$ cat config.mk
export PLATFORM = sky130hd
export DESIGN_NAME = adcseq_top
export DESIGN_NICKNAME = d
export VERILOG_FILES = /design/src/rtl/adcseq_pkg.sv /design/src/rtl/adcseq_period_timer.sv /design/src/rtl/adcseq_regfile.sv /design/src/rtl/adcseq_gpio_hold.sv /design/src/rtl/adcseq_fsm.sv /design/src/rtl/adcseq_top.sv
export SDC_FILE = /design/constraint.sdc
export NUM_CORES = 1
export LEC_CHECK = 0
export BUFFER_PORTS_ARGS = -buffer_cell sky130_fd_sc_hd__buf_2
export CAP_MARGIN = 40
export CORE_ASPECT_RATIO = 0.7
export CORE_MARGIN = 2
export CORE_UTILIZATION = 45
export DETAILED_ROUTE_END_ITERATION = 12
export PLACE_DENSITY = 0.73
export RECOVER_POWER = 100
export SLEW_MARGIN = 10
export SYNTH_ARGS = -nofsm -noshare
export SYNTH_HDL_FRONTEND = slang
export SYNTH_HIERARCHICAL = 1
export SYNTH_SLANG_ARGS = --single-unit
export TNS_END_PERCENT = 10
$ cat constraint.sdc
create_clock -name clk -period 5.8 [get_ports clk]
set_input_delay 0.29 -clock clk [delete_from_list [all_inputs] [get_ports clk]]
set_output_delay 0.29 -clock clk [all_outputs]
set_load 0.005 [all_outputs]
$ cat src/rtl/adcseq_pkg.sv
package adcseq_pkg;
    localparam int NUM_CH = 13;
    localparam int CH_W   = $clog2(NUM_CH);
    localparam int LAST_CH = NUM_CH - 1;

    typedef enum logic [2:0] {
        ST_PREP,
        ST_LAUNCH,
        ST_CONVERT,
        ST_WAIT,
        ST_QUIET
    } seq_state_e;
endpackage

$ cat src/rtl/adcseq_period_timer.sv
module adcseq_period_timer #(
    parameter int PERIOD = 665
) (
    input  logic clk,
    input  logic arst_n,
    input  logic restart,
    output logic expired
);
    localparam int CNT_W = (PERIOD > 2) ? $clog2(PERIOD) : 1;
    localparam logic [CNT_W-1:0] LIMIT = CNT_W'(PERIOD - 1);

    logic [CNT_W-1:0] cnt_q;

    always_ff @(posedge clk or negedge arst_n) begin
        if (!arst_n) begin
            cnt_q <= '0;
        end else if (restart) begin
            cnt_q <= '0;
        end else if (cnt_q != LIMIT) begin
            cnt_q <= cnt_q + 1'b1;
        end
    end

    assign expired = (cnt_q == LIMIT);

    // a fresh period never expires on the cycle after restart
    assert_restart_clears_R3: assert property (@(posedge clk) disable iff (!arst_n)
        restart |=> !expired);
endmodule

$ cat src/rtl/adcseq_regfile.sv
module adcseq_regfile
    import adcseq_pkg::*;
#(
    parameter int DATA_W = 8
) (
    input  logic              clk,
    input  logic              arst_n,
    input  logic              cv_we,
    input  logic [CH_W-1:0]   cv_ch,
    input  logic [DATA_W-1:0] cv_wd,
    input  logic              host_we,
    input  logic              host_ok,
    input  logic [CH_W-1:0]   host_ch,
    input  logic [DATA_W-1:0] host_wd,
    input  logic [CH_W-1:0]   rd_ch,
    output logic [DATA_W-1:0] rd_data
);
    logic [DATA_W-1:0] slot_q [NUM_CH];

    for (genvar g = 0; g < NUM_CH; g++) begin : g_slot
        always_ff @(posedge clk or negedge arst_n) begin
            if (!arst_n) begin
                slot_q[g] <= '0;
            end else if (cv_we && cv_ch == CH_W'(g)) begin
                slot_q[g] <= cv_wd;
            end else if (host_we && host_ok && host_ch == CH_W'(g)) begin
                slot_q[g] <= host_wd;
            end
        end
    end

    always_comb begin
        rd_data = '0;
        for (int i = 0; i < NUM_CH; i++) begin
            if (rd_ch == CH_W'(i)) rd_data = slot_q[i];
        end
    end

    // a converter result lands in the slot of its channel
    assert_store_lands_R2: assert property (@(posedge clk) disable iff (!arst_n)
        (cv_we && cv_ch == CH_W'(0)) |=> (slot_q[0] == $past(cv_wd)));
    assert_store_last_R2: assert property (@(posedge clk) disable iff (!arst_n)
        (cv_we && cv_ch == CH_W'(LAST_CH)) |=> (slot_q[LAST_CH] == $past(cv_wd)));
endmodule

$ cat src/rtl/adcseq_gpio_hold.sv
module adcseq_gpio_hold
    import adcseq_pkg::*;
(
    input  logic            clk,
    input  logic            arst_n,
    input  logic            busy,
    input  logic [CH_W-1:0] cur_ch,
    input  logic [1:0]      gpio_pick,
    output logic [1:0]      fe_sel
);
    logic hold;
    logic [1:0] pick_legal;

    assign hold       = busy && (cur_ch == CH_W'(LAST_CH));
    assign pick_legal = (gpio_pick == 2'd3) ? 2'd0 : gpio_pick;

    always_ff @(posedge clk or negedge arst_n) begin
        if (!arst_n) begin
            fe_sel <= 2'd0;
        end else if (!hold) begin
            fe_sel <= pick_legal;
        end
    end

    // select stays put for the whole channel 12 conversion
    assert_gsel_stable_R1: assert property (@(posedge clk) disable iff (!arst_n)
        (hold && $past(hold)) |-> $stable(fe_sel));
    assert_gsel_legal_R1: assert property (@(posedge clk) disable iff (!arst_n)
        fe_sel != 2'd3);
endmodule

$ cat src/rtl/adcseq_fsm.sv
module adcseq_fsm
    import adcseq_pkg::*;
#(
    parameter int DATA_W = 8
) (
    input  logic              clk,
    input  logic              arst_n,
    input  logic              halt_scan,
    input  logic              trig_req,
    input  logic [DATA_W-1:0] trig_val,
    input  logic              cv_done,
    input  logic              period_expired,
    output logic              period_restart,
    output logic              cv_start,
    output logic [CH_W-1:0]   cur_ch,
    output logic              busy,
    output logic              quiet,
    output logic              store_en
);
    seq_state_e state_q, state_d;
    logic [CH_W-1:0] ch_q, ch_d;
    logic single_q, single_d;
    logic trig_ok;

    assign trig_ok = trig_req && halt_scan && (trig_val < DATA_W'(NUM_CH));

    always_ff @(posedge clk or negedge arst_n) begin
        if (!arst_n) begin
            state_q  <= ST_PREP;
            ch_q     <= '0;
            single_q <= 1'b0;
        end else begin
            state_q  <= state_d;
            ch_q     <= ch_d;
            single_q <= single_d;
        end
    end

    always_comb begin
        state_d        = state_q;
        ch_d           = ch_q;
        single_d       = single_q;
        period_restart = 1'b0;
        unique case (state_q)
            ST_PREP: begin
                if (halt_scan) begin
                    state_d = ST_QUIET;
                end else begin
                    state_d        = ST_LAUNCH;
                    ch_d           = '0;
                    single_d       = 1'b0;
                    period_restart = 1'b1;
                end
            end
            ST_LAUNCH: begin
                state_d = ST_CONVERT;
            end
            ST_CONVERT: begin
                if (cv_done) begin
                    if (single_q || halt_scan) begin
                        state_d  = ST_QUIET;
                        single_d = 1'b0;
                    end else if (ch_q == CH_W'(LAST_CH)) begin
                        state_d = ST_WAIT;
                    end else begin
                        state_d = ST_LAUNCH;
                        ch_d    = ch_q + 1'b1;
                    end
                end
            end
            ST_WAIT: begin
                if (halt_scan) begin
                    state_d = ST_QUIET;
                end else if (period_expired) begin
                    state_d        = ST_LAUNCH;
                    ch_d           = '0;
                    period_restart = 1'b1;
                end
            end
            ST_QUIET: begin
                if (!halt_scan) begin
                    state_d = ST_PREP;
                end else if (trig_ok) begin
                    state_d  = ST_LAUNCH;
                    ch_d     = trig_val[CH_W-1:0];
                    single_d = 1'b1;
                end
            end
            default: state_d = ST_PREP;
        endcase
    end

    always_comb begin
        cv_start = (state_q == ST_LAUNCH);
        busy     = (state_q == ST_LAUNCH) || (state_q == ST_CONVERT);
        quiet    = (state_q == ST_QUIET);
        store_en = (state_q == ST_CONVERT) && cv_done;
        cur_ch   = ch_q;
    end

    assert_sel_range_R1: assert property (@(posedge clk) disable iff (!arst_n)
        cv_start |-> (cur_ch < CH_W'(NUM_CH)));
    assert_busy_until_done_R5: assert property (@(posedge clk) disable iff (!arst_n)
        (busy && !cv_done) |=> busy);
    assert_resume_ch0_R9: assert property (@(posedge clk) disable iff (!arst_n)
        (state_q == ST_PREP && !halt_scan) |=> (cv_start && cur_ch == '0));
    assert_halt_stops_R4: assert property (@(posedge clk) disable iff (!arst_n)
        (store_en && halt_scan) |=> !busy);
    assert_busy_ignores_R7: assert property (@(posedge clk) disable iff (!arst_n)
        (busy && !cv_done && trig_req) |=> $stable(cur_ch));
endmodule

$ cat src/rtl/adcseq_top.sv
module adcseq_top
    import adcseq_pkg::*;
#(
    parameter int DATA_W      = 8,
    parameter int SCAN_PERIOD = 665,
    parameter int ADDR_W      = 5,
    parameter int CMD_ADDR    = 16
) (
    input  logic              clk,
    input  logic              rst_n,
    input  logic              supply_ok,
    input  logic              halt_scan,
    input  logic [1:0]        gpio_pick,
    output logic              cv_start,
    output logic [CH_W-1:0]   cv_sel,
    output logic [1:0]        fe_gpio_sel,
    input  logic              cv_done,
    input  logic [DATA_W-1:0] cv_data,
    input  logic              hst_we,
    input  logic [ADDR_W-1:0] hst_addr,
    input  logic [DATA_W-1:0] hst_wdata,
    output logic [DATA_W-1:0] hst_rdata
);
    logic arst_n;
    logic busy, quiet, store_en;
    logic period_restart, period_expired;
    logic is_data_addr, is_cmd_addr;
    logic [DATA_W-1:0] slot_rd;
    logic [DATA_W-1:0] status;

    assign arst_n       = rst_n & supply_ok;
    assign is_data_addr = (hst_addr < ADDR_W'(NUM_CH));
    assign is_cmd_addr  = (hst_addr == ADDR_W'(CMD_ADDR));

    adcseq_period_timer #(.PERIOD(SCAN_PERIOD)) timer_i (
        .clk     (clk),
        .arst_n  (arst_n),
        .restart (period_restart),
        .expired (period_expired)
    );

    adcseq_fsm #(.DATA_W(DATA_W)) fsm_i (
        .clk            (clk),
        .arst_n         (arst_n),
        .halt_scan      (halt_scan),
        .trig_req       (hst_we && is_cmd_addr),
        .trig_val       (hst_wdata),
        .cv_done        (cv_done),
        .period_expired (period_expired),
        .period_restart (period_restart),
        .cv_start       (cv_start),
        .cur_ch         (cv_sel),
        .busy           (busy),
        .quiet          (quiet),
        .store_en       (store_en)
    );

    adcseq_regfile #(.DATA_W(DATA_W)) regs_i (
        .clk     (clk),
        .arst_n  (arst_n),
        .cv_we   (store_en),
        .cv_ch   (cv_sel),
        .cv_wd   (cv_data),
        .host_we (hst_we && is_data_addr),
        .host_ok (quiet && halt_scan),
        .host_ch (hst_addr[CH_W-1:0]),
        .host_wd (hst_wdata),
        .rd_ch   (hst_addr[CH_W-1:0]),
        .rd_data (slot_rd)
    );

    adcseq_gpio_hold gsel_i (
        .clk       (clk),
        .arst_n    (arst_n),
        .busy      (busy),
        .cur_ch    (cv_sel),
        .gpio_pick (gpio_pick),
        .fe_sel    (fe_gpio_sel)
    );

    always_comb begin
        status           = '0;
        status[DATA_W-1] = busy;
        status[0]        = quiet;
        if (is_data_addr)      hst_rdata = slot_rd;
        else if (is_cmd_addr)  hst_rdata = status;
        else                   hst_rdata = '0;
    end

    // no launch can appear while held in reset
    assert_reset_quiet_R10: assert property (@(posedge clk)
        !arst_n |-> !cv_start);
endmodule

==> results of run 1 <==
-- sequential cells by signal, indices dropped and copies added (netlist names) --
name	cells
regs_i/slot_q	104
timer_i/cnt_q	10
fsm_i/cur_ch	4
fsm_i/state_q	3
gsel_i/fe_sel	2
fsm_i/single_q	1
-- worst min-delay path, stage by stage --
cell	delay, ps
buf_2	80
nor2b_1	120
mux2_1	130
-- routing by layer --
metal | up-vias | wire length, microns | track usage
met5 | - | 0 | 0
met4 | 0 | 412 | 0.0792
met3 | 34 | 2980 | 0.0745
met2 | 404 | 9850 | 0.369
met1 | 3360 | 11200 | 0.425
li1 | 3053 | - | -
-- cells by family (layout without fill, tap and decap cells) --
logic type / after synthesis / in the layout / share of synthesized area
xor gates and xnor gates: 6 / 6 / 0.00679
buffers and inverters: 78 / 93 / 0.0459
AOI/OAI and AO/OA: 231 / 231 / 0.186
DFF: 124 / 124 / 0.401
adders and majority gates: 4 / 4 / 0.00647
muxes: 132 / 132 / 0.173
and+or+nand+nor: 274 / 274 / 0.181
-- stage by stage --
step / total power, uW / setup WS, ps / instance area, sq um
floorplan: 1890 / 1570 / 7740
global placement: 2130 / 2740 / 7980
detailed placement: 2160 / 2680 / 8010
CTS: 3220 / 2730 / 8580
global route: 3390 / 1180 / 8430
finish: 3230 / 1450 / 8430
-- synth_stat cells, types with 5 or more instances --
library cell / instances / area (sq um)
o211a_1: 6 / 60.1
buf_2: 26 / 130
nor3b_1: 6 / 45.0
and2_2: 8 / 60.1
nor2_4: 5 / 56.3
dfrtp_1: 124 / 3100
nor2b_1: 10 / 62.6
nor2_1: 115 / 432
o211ai_1: 5 / 37.5
inv_1: 12 / 45.0
o21ai_0: 64 / 320
o32ai_1: 5 / 43.8
mux2_2: 9 / 101
nand2b_1: 14 / 87.6
or3_1: 10 / 62.6
nand3_1: 15 / 75.1
mux2i_1: 120 / 1200
nand2_1: 53 / 199
o22ai_1: 15 / 93.8
a21oi_1: 87 / 435
nor3_1: 8 / 40.0
clkbuf_1: 31 / 116
-- cell type report --
class | count | area (sq um)
Clock buffer | 20 | 447
Clock inverter | 10 | 120
Fill cell | 1611 | 8580
Inverter | 13 | 48.8
Multi-Input combinational cell | 647 | 4160
Sequential cell | 124 | 3100
Tap cell | 231 | 289
Timing Repair Buffer | 50 | 269
-- power by group through the flow --
stage	combinational (uW)	sequential [uW]	clock (uW)
final	805	1380	1050
after global routing	888	1410	1090
after floorplan	627	1260	0
after CTS	800	1360	1050
after detailed placement	794	1370	0
after global placement	766	1370	0
-- worst paths after layout --
| check | endpoint | slack [ps] |
|---|---|---|
| worst max-delay path | regs_i/slot_q[86] | 1450 |
| worst min-delay path | gsel_i/fe_sel[0] | 230 |
| worst max register to register | regs_i/slot_q[86] | 2010 |
| worst min register to register | gsel_i/fe_sel[0] | 490 |
| max in group asynchronous | regs_i/slot_q[86] | 1970 |
| min in group asynchronous | regs_i/slot_q[1] | 1160 |
==> flow_summary.yaml, run 1 <==
outcome:
  status: "complete, but fails checks"
  violations: "capacitance limit, slew limit"
critical_path:
  cp_cell_sequence: "clkbuf_1 -> or2_0 -> a31oi_1 -> and2_2 -> nand2_1 -> or3_1 -> o21ai_0 -> nor2_1 -> a21oi_1"
  worstReg2RegStart: "fsm_i/state_q[0]"
  path_class: "in2reg"
  crit_path_max_fanout: 30
  cp_top_family: "compound AO/OA/AOI/OAI gates"
  cp-start-kind: "input pin"
  cp_slowest_stage_delay_ps: 1510
  cp_num_buf_inv: 1
  worstPathArrival_ps: 4680
  end_kind: "flip-flop"
  crit_start: "hst_addr[1]"
  required_ps: 6130
  cp_slowest_cell: "o21ai_0"
  reg2reg_depth: 7
  cp.depth: 9
global_routing:
  antenna_found_initial: 0
  globalRouteOverflowTotal: 0
  grt_max_degree: 54
  grt_pass1_vias: 6413
  grt_pass1_wl_mm: 37.7
  grt_usage: 0.274
yosys:
  synth_seq_cells: 124
  post_synth_num_cell_types: 75
  async_reset_ff_frac: 1.00
  syn_area_per_cell_sq_um: 9.12
  yosys_warnings: 6
  ys.flop_type: "dfrtp_1"
  yosysSeqAreaShare: 0.401
  syn_inst: 849
  synth_edf_count: 0
  synth_nets: 882
  syn-cell-area_sq_mm: 0.00774
hold_path:
  holdCritPathClass: "in2reg"
  whs_path_depth: 3
  hp-start: "gpio_pick[0]"
placed_design:
  gp_congestion: 0.975
  place_hpwl_mm: 16.2
  portBuffers: 43
  place_inst: 1065
timing:
  rsz0062_at_grt: "false"
  setup_viol: 0
  tns_ps: 0
  hold_ws_ps: 229
  period_share: 0.750
  maxSlewViolCount: 129
  tightestPinTransition_ps: 3360
  slew_headroom: -1.24
  skew_ps: 5.87
  max_freq_ghz: 0.230
  post-route-min-period_ps: 4350
  final-hold-violation-count: 0
finish:
  final_nets: 886
  final_common_cell: "dfrtp_1"
  final_cell_mix: "dfrtp_1 (124), nor2_1 (120), mux2i_1 (120)"
  final_util: 0.496
  fin_cells: 1095
  drive_above_1_share: 0.116
  syn_to_final_growth_pct: 8.96
  antenna_cells: 0
detailed_routing:
  drcViolationCount: 0
  wl_mm: 24.4
  vias_per_cell: 6.26
  postRouteAntennaNets: 0
  vias: 6851
  firstDrtPassIters: 5
  wl_per_cell_microns: 22.3
  drt_iter0_drc: 1141
flow_run:
  max_cap_viol_count: 6
power_and_ir_drop:
  power_density_mw_per_mm2: 383
  p_sw_frac: 0.347
  seqPwrFrac: 0.426
  ir_drop_v: 0.000182
  comb_power_share: 0.249
  p_int_uw: 2110
  p_clk_frac: 0.324
  p_leak_uw: 0.00386
  p_sw_uw: 1120
clocking:
  clock_latency_ps: 420
  clock_path_buffers: 2
  clock-root-buffer: "clkbuf_16"
  hold_buffers: 0
  clkSinkCount: 124
  cts_max_level: 4
  cts_tree: "built"
  ctsResizeCount: 0
  cts_buffers: 17
  post_cts.repair.setup_buffers: 0
  clkTransAtPathRegs_ps: 60
floorplanning:
  die_w_microns: 161
  chipHeight_microns: 114
  coreArea_sq_mm: 0.0170
  rows: 40
  die_area_sq_mm: 0.0183
  start_util: 0.455
  ios: 44
No activity file was read; power rests on OpenSTA's default activity.
==> run 2, diff against run 1 <==
==> constraint.sdc (replaced) <==
create_clock -name clk -period 4.3 [get_ports clk]
set_input_delay 0.215 -clock clk [delete_from_list [all_inputs] [get_ports clk]]
set_output_delay 0.215 -clock clk [all_outputs]
set_load 0.005 [all_outputs]
==> run 2 against run 1 <==
The run still ends with capacitance limit, slew limit left. Clock power up 29%. First-iteration DRC count down 18%. Sequential share of layout area is 0.21 points lower. Critical path depth is 1 lower. Combinational power grew 33%. Cell count rose by 0.37%. Die area unchanged. Largest cell class unchanged. Register-to-register slack worse by 1300 ps. Count of clock-buffer cells in the layout increased by 4.
==> flow_summary.yaml, run 2 (synthesis results as in run 1) <==
timing:
  post-route-min-period_ps: 3680
  hold_ws_ps: 164
  setup_viol: 0
  max_freq_ghz: 0.272
  skew_ps: 12.1
  final-hold-violation-count: 0
  tightestPinTransition_ps: 2180
  rsz0062_at_grt: "false"
  tns_ps: 0
  maxSlewViolCount: 106
  setup_slack_ps: 625
  period_share: 0.855
  slew_headroom: -0.454
floorplanning:
  rows: 40
  chipHeight_microns: 114
  die_w_microns: 161
  die_area_sq_mm: 0.0183
  coreArea_sq_mm: 0.0170
  start_util: 0.455
  ios: 44
global_routing:
  grt_max_degree: 52
  grt_pass1_vias: 6252
  globalRouteOverflowTotal: 0
  antenna_found_initial: 0
  grt_usage: 0.279
  grt_pass1_wl_mm: 38.2
critical_path:
  worstPathArrival_ps: 3460
  crit_path_max_fanout: 35
  cp-start-kind: "input pin"
  worstReg2RegStart: "fsm_i/state_q[1]"
  cp_slowest_cell: "clkbuf_1"
  cp_cell_sequence: "clkbuf_1 -> clkbuf_2 -> nand3_1 -> o22ai_1 -> o21ai_0 -> o211a_1 -> a22o_2 -> buf_2"
  end_kind: "output port"
  cp_slowest_stage_delay_ps: 1080
  path_class: "in2out"
  reg2reg_depth: 6
  rrSetupSlack_ps: 680
  r2r_end: "regs_i/slot_q[5]"
  required_ps: 4090
clocking:
  clock_latency_ps: 420
  cts_max_level: 4
  clkSinkCount: 124
  clkTransAtPathRegs_ps: 50
  clock-root-buffer: "clkbuf_16"
  clock_path_buffers: 2
  post_cts.repair.setup_buffers: 0
  cts_tree: "built"
  cts_buffers: 17
detailed_routing:
  wl_per_cell_microns: 22.5
  drcViolationCount: 0
  vias: 6707
  vias_per_cell: 6.10
  postRouteAntennaNets: 0
  firstDrtPassIters: 6
  drt_iter0_drc: 930
  wl_mm: 24.7
finish:
  fin_cells: 1099
  final_cell_mix: "dfrtp_1 (124), mux2i_1 (120), nor2_1 (118)"
  final_common_cell: "dfrtp_1"
  largest_register_ffs: 104
  final_nets: 889
  drive_above_1_share: 0.120
  syn_to_final_growth_pct: 9.57
  largest-register: "regs_i/slot_q"
  antenna_cells: 0
placed_design:
  place_hpwl_mm: 16.4
  place_inst: 1065
  gp_congestion: 1.02
  dp_worst_setup_slack_ps: 1270
  portBuffers: 43
hold_path:
  whs_path_depth: 3
  holdCritPathClass: "in2reg"
  hp-start: "gpio_pick[1]"
  hold_end: "gsel_i/fe_sel[0]"
power_and_ir_drop:
  p_leak_uw: 0.00386
  power_density_mw_per_mm2: 504
  ir_drop_v: 0.000275
  fin_total_pwr_uw: 4270
outcome:
  status: "complete, but fails checks"
  violations: "capacitance limit, slew limit"
flow_run:
  max_cap_viol_count: 3
## run 2: worst max-delay path, delay by kind of cell
| kind | cells | cell delay, ps |
|---|---|---|
| compound gates | 4 | 860 |
| buf+inv | 3 | 1940 |
| simple gates | 1 | 410 |
## run 2: how the worst max path moves through the flow
stage | to | slack (ps) | depth (start not counted) | from
finish | hst_rdata[7] | 620 | 8 | hst_addr[0]
global route | regs_i/slot_q[5] | 470 | 6 | fsm_i/state_q[1]
CTS | regs_i/slot_q[5] | 1220 | 6 | fsm_i/state_q[1]
detailed placement | regs_i/slot_q[4] | 1270 | 6 | fsm_i/state_q[1]
global placement | timer_i/cnt_q[0] | 1350 | 9 | timer_i/cnt_q[0]
floorplan | fsm_i/cur_ch[0] | 150 | 1 | supply_ok
## run 2: timing repair
| action | 4_1_cts | 5_1_grt |
|---|---|---|
| hold endpoints to repair | 40 | 0 |
| hold buffers | 3 | 0 |
| resized for setup | 0 | 0 |
## run 2: metal layers
| metal | track usage | vias to the layer above | share of wire |
|---|---|---|---|
| li1 | - | 3049 | - |
| met4 | 0.0786 | 0 | 0.016 |
| met3 | 0.0815 | 41 | 0.12 |
| met2 | 0.383 | 406 | 0.41 |
| met5 | 0 | - | 0 |
| met1 | 0.423 | 3211 | 0.46 |
## run 2: power by group
group	total [uW]	switching, uW	internal, uW
clock network	1350	517	833
registers	1860	343	1520
logic	1070	601	464
total	4270	1460	2810
## run 2: through the flow
step / instance area (sq um) / util
final: 8480 / 0.498
after global routing: 8480 / 0.498
after CTS: 8600 / 0.505
after detailed placement: 8010 / 0.471
after global placement: 7990 / 0.469
after floorplan: 7740 / -
## run 2: final cells by class
class / count / area [sq um]
clock inverter: 7 / 65.1
inverter: 13 / 48.8
timing repair buffer: 53 / 288
multi-input combinational: 647 / 4200
sequential: 124 / 3100
tap: 231 / 289
clock buffer: 24 / 482
fill: 1633 / 8540
